--- config.mk ---
export PLATFORM = sky130hd
export DESIGN_NAME = sync_read_master
export DESIGN_NICKNAME = d
export VERILOG_FILES = /design/src/rtl/srm_pkg.sv /design/src/rtl/srm_ctrl.sv /design/src/rtl/srm_datapath.sv /design/src/rtl/sync_read_master.sv
export SDC_FILE = /design/constraint.sdc
export NUM_CORES = 1
export LEC_CHECK = 0
export BUFFER_PORTS_ARGS = -buffer_cell sky130_fd_sc_hd__buf_2
export CAP_MARGIN = 10
export CELL_PAD_IN_SITES_DETAIL_PLACEMENT = 0
export CELL_PAD_IN_SITES_GLOBAL_PLACEMENT = 2
export CORE_MARGIN = 3
export CORE_UTILIZATION = 36
export CTS_BUF_LIST = sky130_fd_sc_hd__clkbuf_8
export DETAILED_ROUTE_END_ITERATION = 8
export PLACE_DENSITY_LB_ADDON = 0.3
export SLEW_MARGIN = 15
export SYNTH_ARGS = -nofsm -noshare
export SYNTH_HDL_FRONTEND = slang
export SYNTH_HIERARCHICAL = 1
export SYNTH_SLANG_ARGS = --single-unit
--- constraint.sdc ---
create_clock -name clk -period 3.3 [get_ports clk]
set_input_delay 0.33 -clock clk [delete_from_list [all_inputs] [get_ports clk]]
set_output_delay 0.33 -clock clk [all_outputs]
set_load 0.005 [all_outputs]
--- src/rtl/srm_pkg.sv ---
package srm_pkg;

  typedef enum logic [1:0] {
    ST_IDLE = 2'd0,
    ST_ADDR = 2'd1,
    ST_REQ  = 2'd2
  } srmState_e;

  // strobes from the sequencer to the datapath
  typedef struct packed {
    logic loadAddr;   // latch reqAddr this edge
    logic driveAddr;  // address phase active
    logic driveRead;  // read request active
    logic commit;     // word captured, finish this edge
  } srmCtl_t;

endpackage

--- src/rtl/srm_ctrl.sv ---
module srm_ctrl
  import srm_pkg::*;
(
  input  logic    clk,
  input  logic    rstN,
  input  logic    start,
  input  logic    gotData,
  output srmCtl_t ctl
);

  srmState_e state, stateNxt;

  always_comb begin
    stateNxt = state;
    case (state)
      ST_IDLE: if (start) stateNxt = ST_ADDR;
      ST_ADDR: stateNxt = ST_REQ;
      ST_REQ:  if (gotData) stateNxt = ST_IDLE;
      default: stateNxt = ST_IDLE;
    endcase
  end

  always_ff @(posedge clk or negedge rstN) begin
    if (!rstN) state <= ST_IDLE;
    else       state <= stateNxt;
  end

  always_comb begin
    ctl.loadAddr  = (state == ST_IDLE) && start;
    ctl.driveAddr = (state == ST_ADDR) || (state == ST_REQ);
    ctl.driveRead = (state == ST_REQ);
    ctl.commit    = (state == ST_REQ) && gotData;
  end

endmodule

--- src/rtl/srm_datapath.sv ---
module srm_datapath
  import srm_pkg::*;
#(
  parameter int ADDR_W = 16,
  parameter int DATA_W = 8
) (
  input  logic              clk,
  input  logic              rstN,
  input  srmCtl_t           ctl,
  input  logic [ADDR_W-1:0] reqAddr,
  input  logic [DATA_W-1:0] busData,
  input  logic              busWait,
  output logic [ADDR_W-1:0] busAddr,
  output logic              busAddrEn,
  output logic              busRead,
  output logic              gotData,
  output logic [DATA_W-1:0] rdData,
  output logic              done
);

  localparam logic [ADDR_W-1:0] ADDR_IDLE = '0;

  logic [ADDR_W-1:0] addrReg;
  logic [DATA_W-1:0] dataCap;

  always_ff @(posedge clk or negedge rstN) begin
    if (!rstN)             addrReg <= '0;
    else if (ctl.loadAddr) addrReg <= reqAddr;
  end

  assign busAddr   = ctl.driveAddr ? addrReg : ADDR_IDLE;
  assign busAddrEn = ctl.driveAddr;
  assign busRead   = ctl.driveRead;

  // falling-edge sampler: capture only when the target is not stalling
  always_ff @(negedge clk or negedge rstN) begin
    if (!rstN) begin
      gotData <= 1'b0;
      dataCap <= '0;
    end else if (ctl.driveRead && !busWait) begin
      gotData <= 1'b1;
      dataCap <= busData;
    end else begin
      gotData <= 1'b0;
    end
  end

  always_ff @(posedge clk or negedge rstN) begin
    if (!rstN) begin
      done   <= 1'b0;
      rdData <= '0;
    end else begin
      done <= ctl.commit;
      if (ctl.commit) rdData <= dataCap;
    end
  end

endmodule

--- src/rtl/sync_read_master.sv ---
module sync_read_master
  import srm_pkg::*;
#(
  parameter int ADDR_W = 16,
  parameter int DATA_W = 8
) (
  input  logic              clk,
  input  logic              rstN,
  input  logic              start,
  input  logic [ADDR_W-1:0] reqAddr,
  output logic [DATA_W-1:0] rdData,
  output logic              done,
  output logic [ADDR_W-1:0] busAddr,
  output logic              busAddrEn,
  output logic              busRead,
  input  logic [DATA_W-1:0] busData,
  input  logic              busWait
);

  srmCtl_t ctl;
  logic    gotData;

  srm_ctrl u_ctrl (
    .clk     (clk),
    .rstN    (rstN),
    .start   (start),
    .gotData (gotData),
    .ctl     (ctl)
  );

  srm_datapath #(.ADDR_W(ADDR_W), .DATA_W(DATA_W)) u_dp (
    .clk       (clk),
    .rstN      (rstN),
    .ctl       (ctl),
    .reqAddr   (reqAddr),
    .busData   (busData),
    .busWait   (busWait),
    .busAddr   (busAddr),
    .busAddrEn (busAddrEn),
    .busRead   (busRead),
    .gotData   (gotData),
    .rdData    (rdData),
    .done      (done)
  );

endmodule

==> summary.md <==
| Metric | Value |
|---|---|
| Run status | complete, no violations |
| GRT met3 Usage | 0.0402 |
| I/O pin total | 55 |
| Total core area | 4140 sq um |
| Crit path arrival time | 1.68 ns |
| Simple-Gate Fraction of Synth Area | 0.0801 |
| DIE HEIGHT | 72.5 microns |
| Average size of a mapped cell | 15.2 sq um |
| Starting DRT DRC Count | 42 |
| Clock root buffer | clkbuf_8 |
| Ant diodes | 0 |
| RR Endpoint | u_dp/dataCap[3]$_DFFE_NN0P_ |
| Post-cts hold buffer count | 1 |
| Hold path startpoint | reqAddr[6] |
| Routed WL | 2910 microns |
| Max stage delay on crit path | 0.40 ns |
| Relative slew margins | 0.394 |
| #FFs+latches synth | 36 |
| RSZ-0062 raised after global routing | false |
| Max-cap violations | 0 |
| Gpl congestion | 0.707 |
| Post-synthesis instance total | 105 |
| Register area share after synthesis | 0.566 |
| CTS Buf Count | 5 |
| Largest family of logic cells by synthesized area | multiplexers |
| Startpoint Class | register |
| Total track usage | 0.122 |
| Initial core utilization | 0.384 |
| Row cnt | 23 |
| Max Root-Sink Buffers | 2 |
| # DRC | 0 |
| Post-CTS Setup Bufs | 0 |
| Port Buf Inserts | 54 |
| M2 GR Usage | 0.188 |
| CP max FO | 9 |
| Pin slew with the least headroom to its limit | 0.910 ns |
| Flop-to-flop setup slack | 0.1 ns |
| Post-Synth XOR/XNOR Area | 0 |
| Routed wire per std cell | 13.7 microns |
| Slowest cell on crit path | dfrtp_1 |
| Drt pass-1 iters | 2 |
| Pre-CTS setup slack | 0.0919 ns |
| First-pass GRT wire length | 4900 microns |
| Post-DP HPWL | 2180 microns |
| Die area | 5260 sq um |
| Via-per-instance ratio | 4.46 |
| # nets final | 193 |
| Resized cells post-CTS | 0 |
| Slew Limit Fails | 0 |
| Worst hold endpoint | u_dp/addrReg[6]$_DFFE_PN0P_ |
| Synth Area in Adders | 0.0314 |
| Grt ovf | 0 |
| Mapped cell area | 1590 sq um |
| Pwr dens | 945 nW/um^2 |
| Design area | 1960 sq um |
| Syn_nets | 137 |
| Cell Area, Placed | 1870 sq um |
| Total number of vias | 946 |
| H-Tree Depth | 2 |
| CP Cell Sequence | inv_1 -> ha_1 -> nor2b_4 -> mux2_2 |
| Multiplexer share of the synthesized area | 0.264 |
| CP Class | register to register |
| Antenna viol nets, final | 0 |
| Vias in the first global route | 1000 |
| Peak VDD IR | 0.356 mV |
| Worst hold path class | input pin to register |
| Clk_lat worst skew | 0.29 ns |
| M1 GR Usage | 0.160 |
| WHS Path Cells | 2 |
| Share of cells above drive strength 1 | 0.617 |
| CTS tree | yes |
| Setup-failing EPs final | 0 |
| Setup ws final | 0.0978 ns |
| R2r worst-path depth | 4 |
| Clk_skew | 0.0159 ns |
| LEAKAGE | 1.01 nW |
| Synth-to-layout area growth | 23.3% |
| Worst setup EP type | register |
| Worst-path clk slew | 0.08 ns |
| Reg-to-Reg Start | u_ctrl/state[0]$_DFFE_PN0P_ |
| Yosys warns | 6 |
| Final hold vios | 0 |
| Initial antenna violation count | 0 |
| Netlist cell types | 15 |
| Most Crowded Layer GR | met2 |
| Largest net degree at the start of global routing | 21 |
| CTS Sinks | 36 |
| Worst Path Required | 1.78 ns |
| Compound-Gate Fraction of Synth Area | 0.00786 |
| Die X | 72.5 microns |
| Total negative slack | 0 ns |
[final cells by class]
type,instances,area [sq um]
Fill cell,386,2180
Sequential cell,36,901
Inverter,4,15.0
Timing Repair Buffer,56,288
Clock inverter,3,18.8
Multi-Input combinational cell,58,611
Tap cell,50,62.6
Clock buffer,5,68.8
[kinds of logic (layout without fill, tap and decap cells)]
group,count (synthesis),after routing
AO/OA/AOI/OAI,1,1
adder cells (fa/ha/maj),4,4
buffers and inverters,11,68
flip-flops,36,36
multiplexers,34,34
AND/OR/NAND/NOR,19,19
[critical path, delay by kind of cell (launching register included)]
kind | cells | cell delay, ns
flip-flops | 1 | 0.40
multiplexers | 1 | 0.38
AND/OR/NAND/NOR | 1 | 0.31
adder cells (fa/ha/maj) | 1 | 0.21
buffers and inverters | 1 | 0.10
[metal layers]
| metal | vias to the layer above | part of all wire |
|---|---|---|
| li1 | 455 | - |
| met1 | 449 | 0.46 |
| met2 | 38 | 0.45 |
| met3 | 4 | 0.080 |
| met4 | 0 | 0.0096 |
| met5 | - | 0 |
[registers in the layout, indices dropped and copies added, names as in the netlist]
signal        flops
u_dp/done         1
u_ctrl/state      2
u_dp/rdData       8
u_dp/gotData      1
u_dp/addrReg     16
u_dp/dataCap      8
[per-stage QoR]
stage	power [mW]	instances	hold slack, ns	util
2_1_floorplan	1.32	105	0.0344	-
3_3_place_gp	1.56	203	0.303	0.450
3_5_place_dp	1.59	203	0.313	0.450
4_1_cts	1.90	212	0.266	0.474
5_1_grt	2.02	212	0.266	0.474
6_report	1.86	212	0.277	0.474
[placed cells by master, fill, tap and decap left out, drive strengths merged]
cell / count
inv: 4
and2: 18
nor2b: 1
dfrtp: 27
o22ai: 1
buf: 55
clkbuf: 5
clkinv: 3
dlygate4sd3: 1
dfrtn: 9
ha: 4
mux2: 34
[cells in the mapped netlist]
cell type / number / area (sq um)
and2_1: 17 / 106
and2_2: 1 / 7.51
buf_12: 1 / 20.0
buf_2: 1 / 5.00
buf_4: 2 / 15.0
buf_6: 2 / 22.5
clkbuf_1: 1 / 3.75
dfrtn_1: 9 / 225
dfrtp_1: 27 / 676
ha_1: 4 / 50.1
inv_1: 4 / 15.0
mux2_2: 24 / 270
mux2_4: 10 / 150
nor2b_4: 1 / 13.8
o22ai_2: 1 / 12.5
[worst max-delay path by stage]
stage                                start                     endpoint  slack, ns  depth (start not counted)
2_1_floorplan  u_ctrl/state[0]$_DFFE_PN0P_  u_dp/dataCap[0]$_DFFE_NN0P_       0.25                          5
3_3_place_gp   u_ctrl/state[0]$_DFFE_PN0P_  u_dp/dataCap[3]$_DFFE_NN0P_       0.16                          4
3_5_place_dp   u_ctrl/state[0]$_DFFE_PN0P_  u_dp/dataCap[3]$_DFFE_NN0P_       0.09                          4
4_1_cts        u_ctrl/state[0]$_DFFE_PN0P_  u_dp/dataCap[3]$_DFFE_NN0P_       0.08                          4
5_1_grt        u_ctrl/state[0]$_DFFE_PN0P_  u_dp/dataCap[3]$_DFFE_NN0P_       0.03                          4
6_report       u_ctrl/state[0]$_DFFE_PN0P_  u_dp/dataCap[3]$_DFFE_NN0P_        0.1                          4
[report_power, final]
part           switching, mW  internal, mW
combinational          0.311         0.486
sequential            0.0984         0.662
clock                  0.153         0.147
Power figures use the tool's default switching activity.
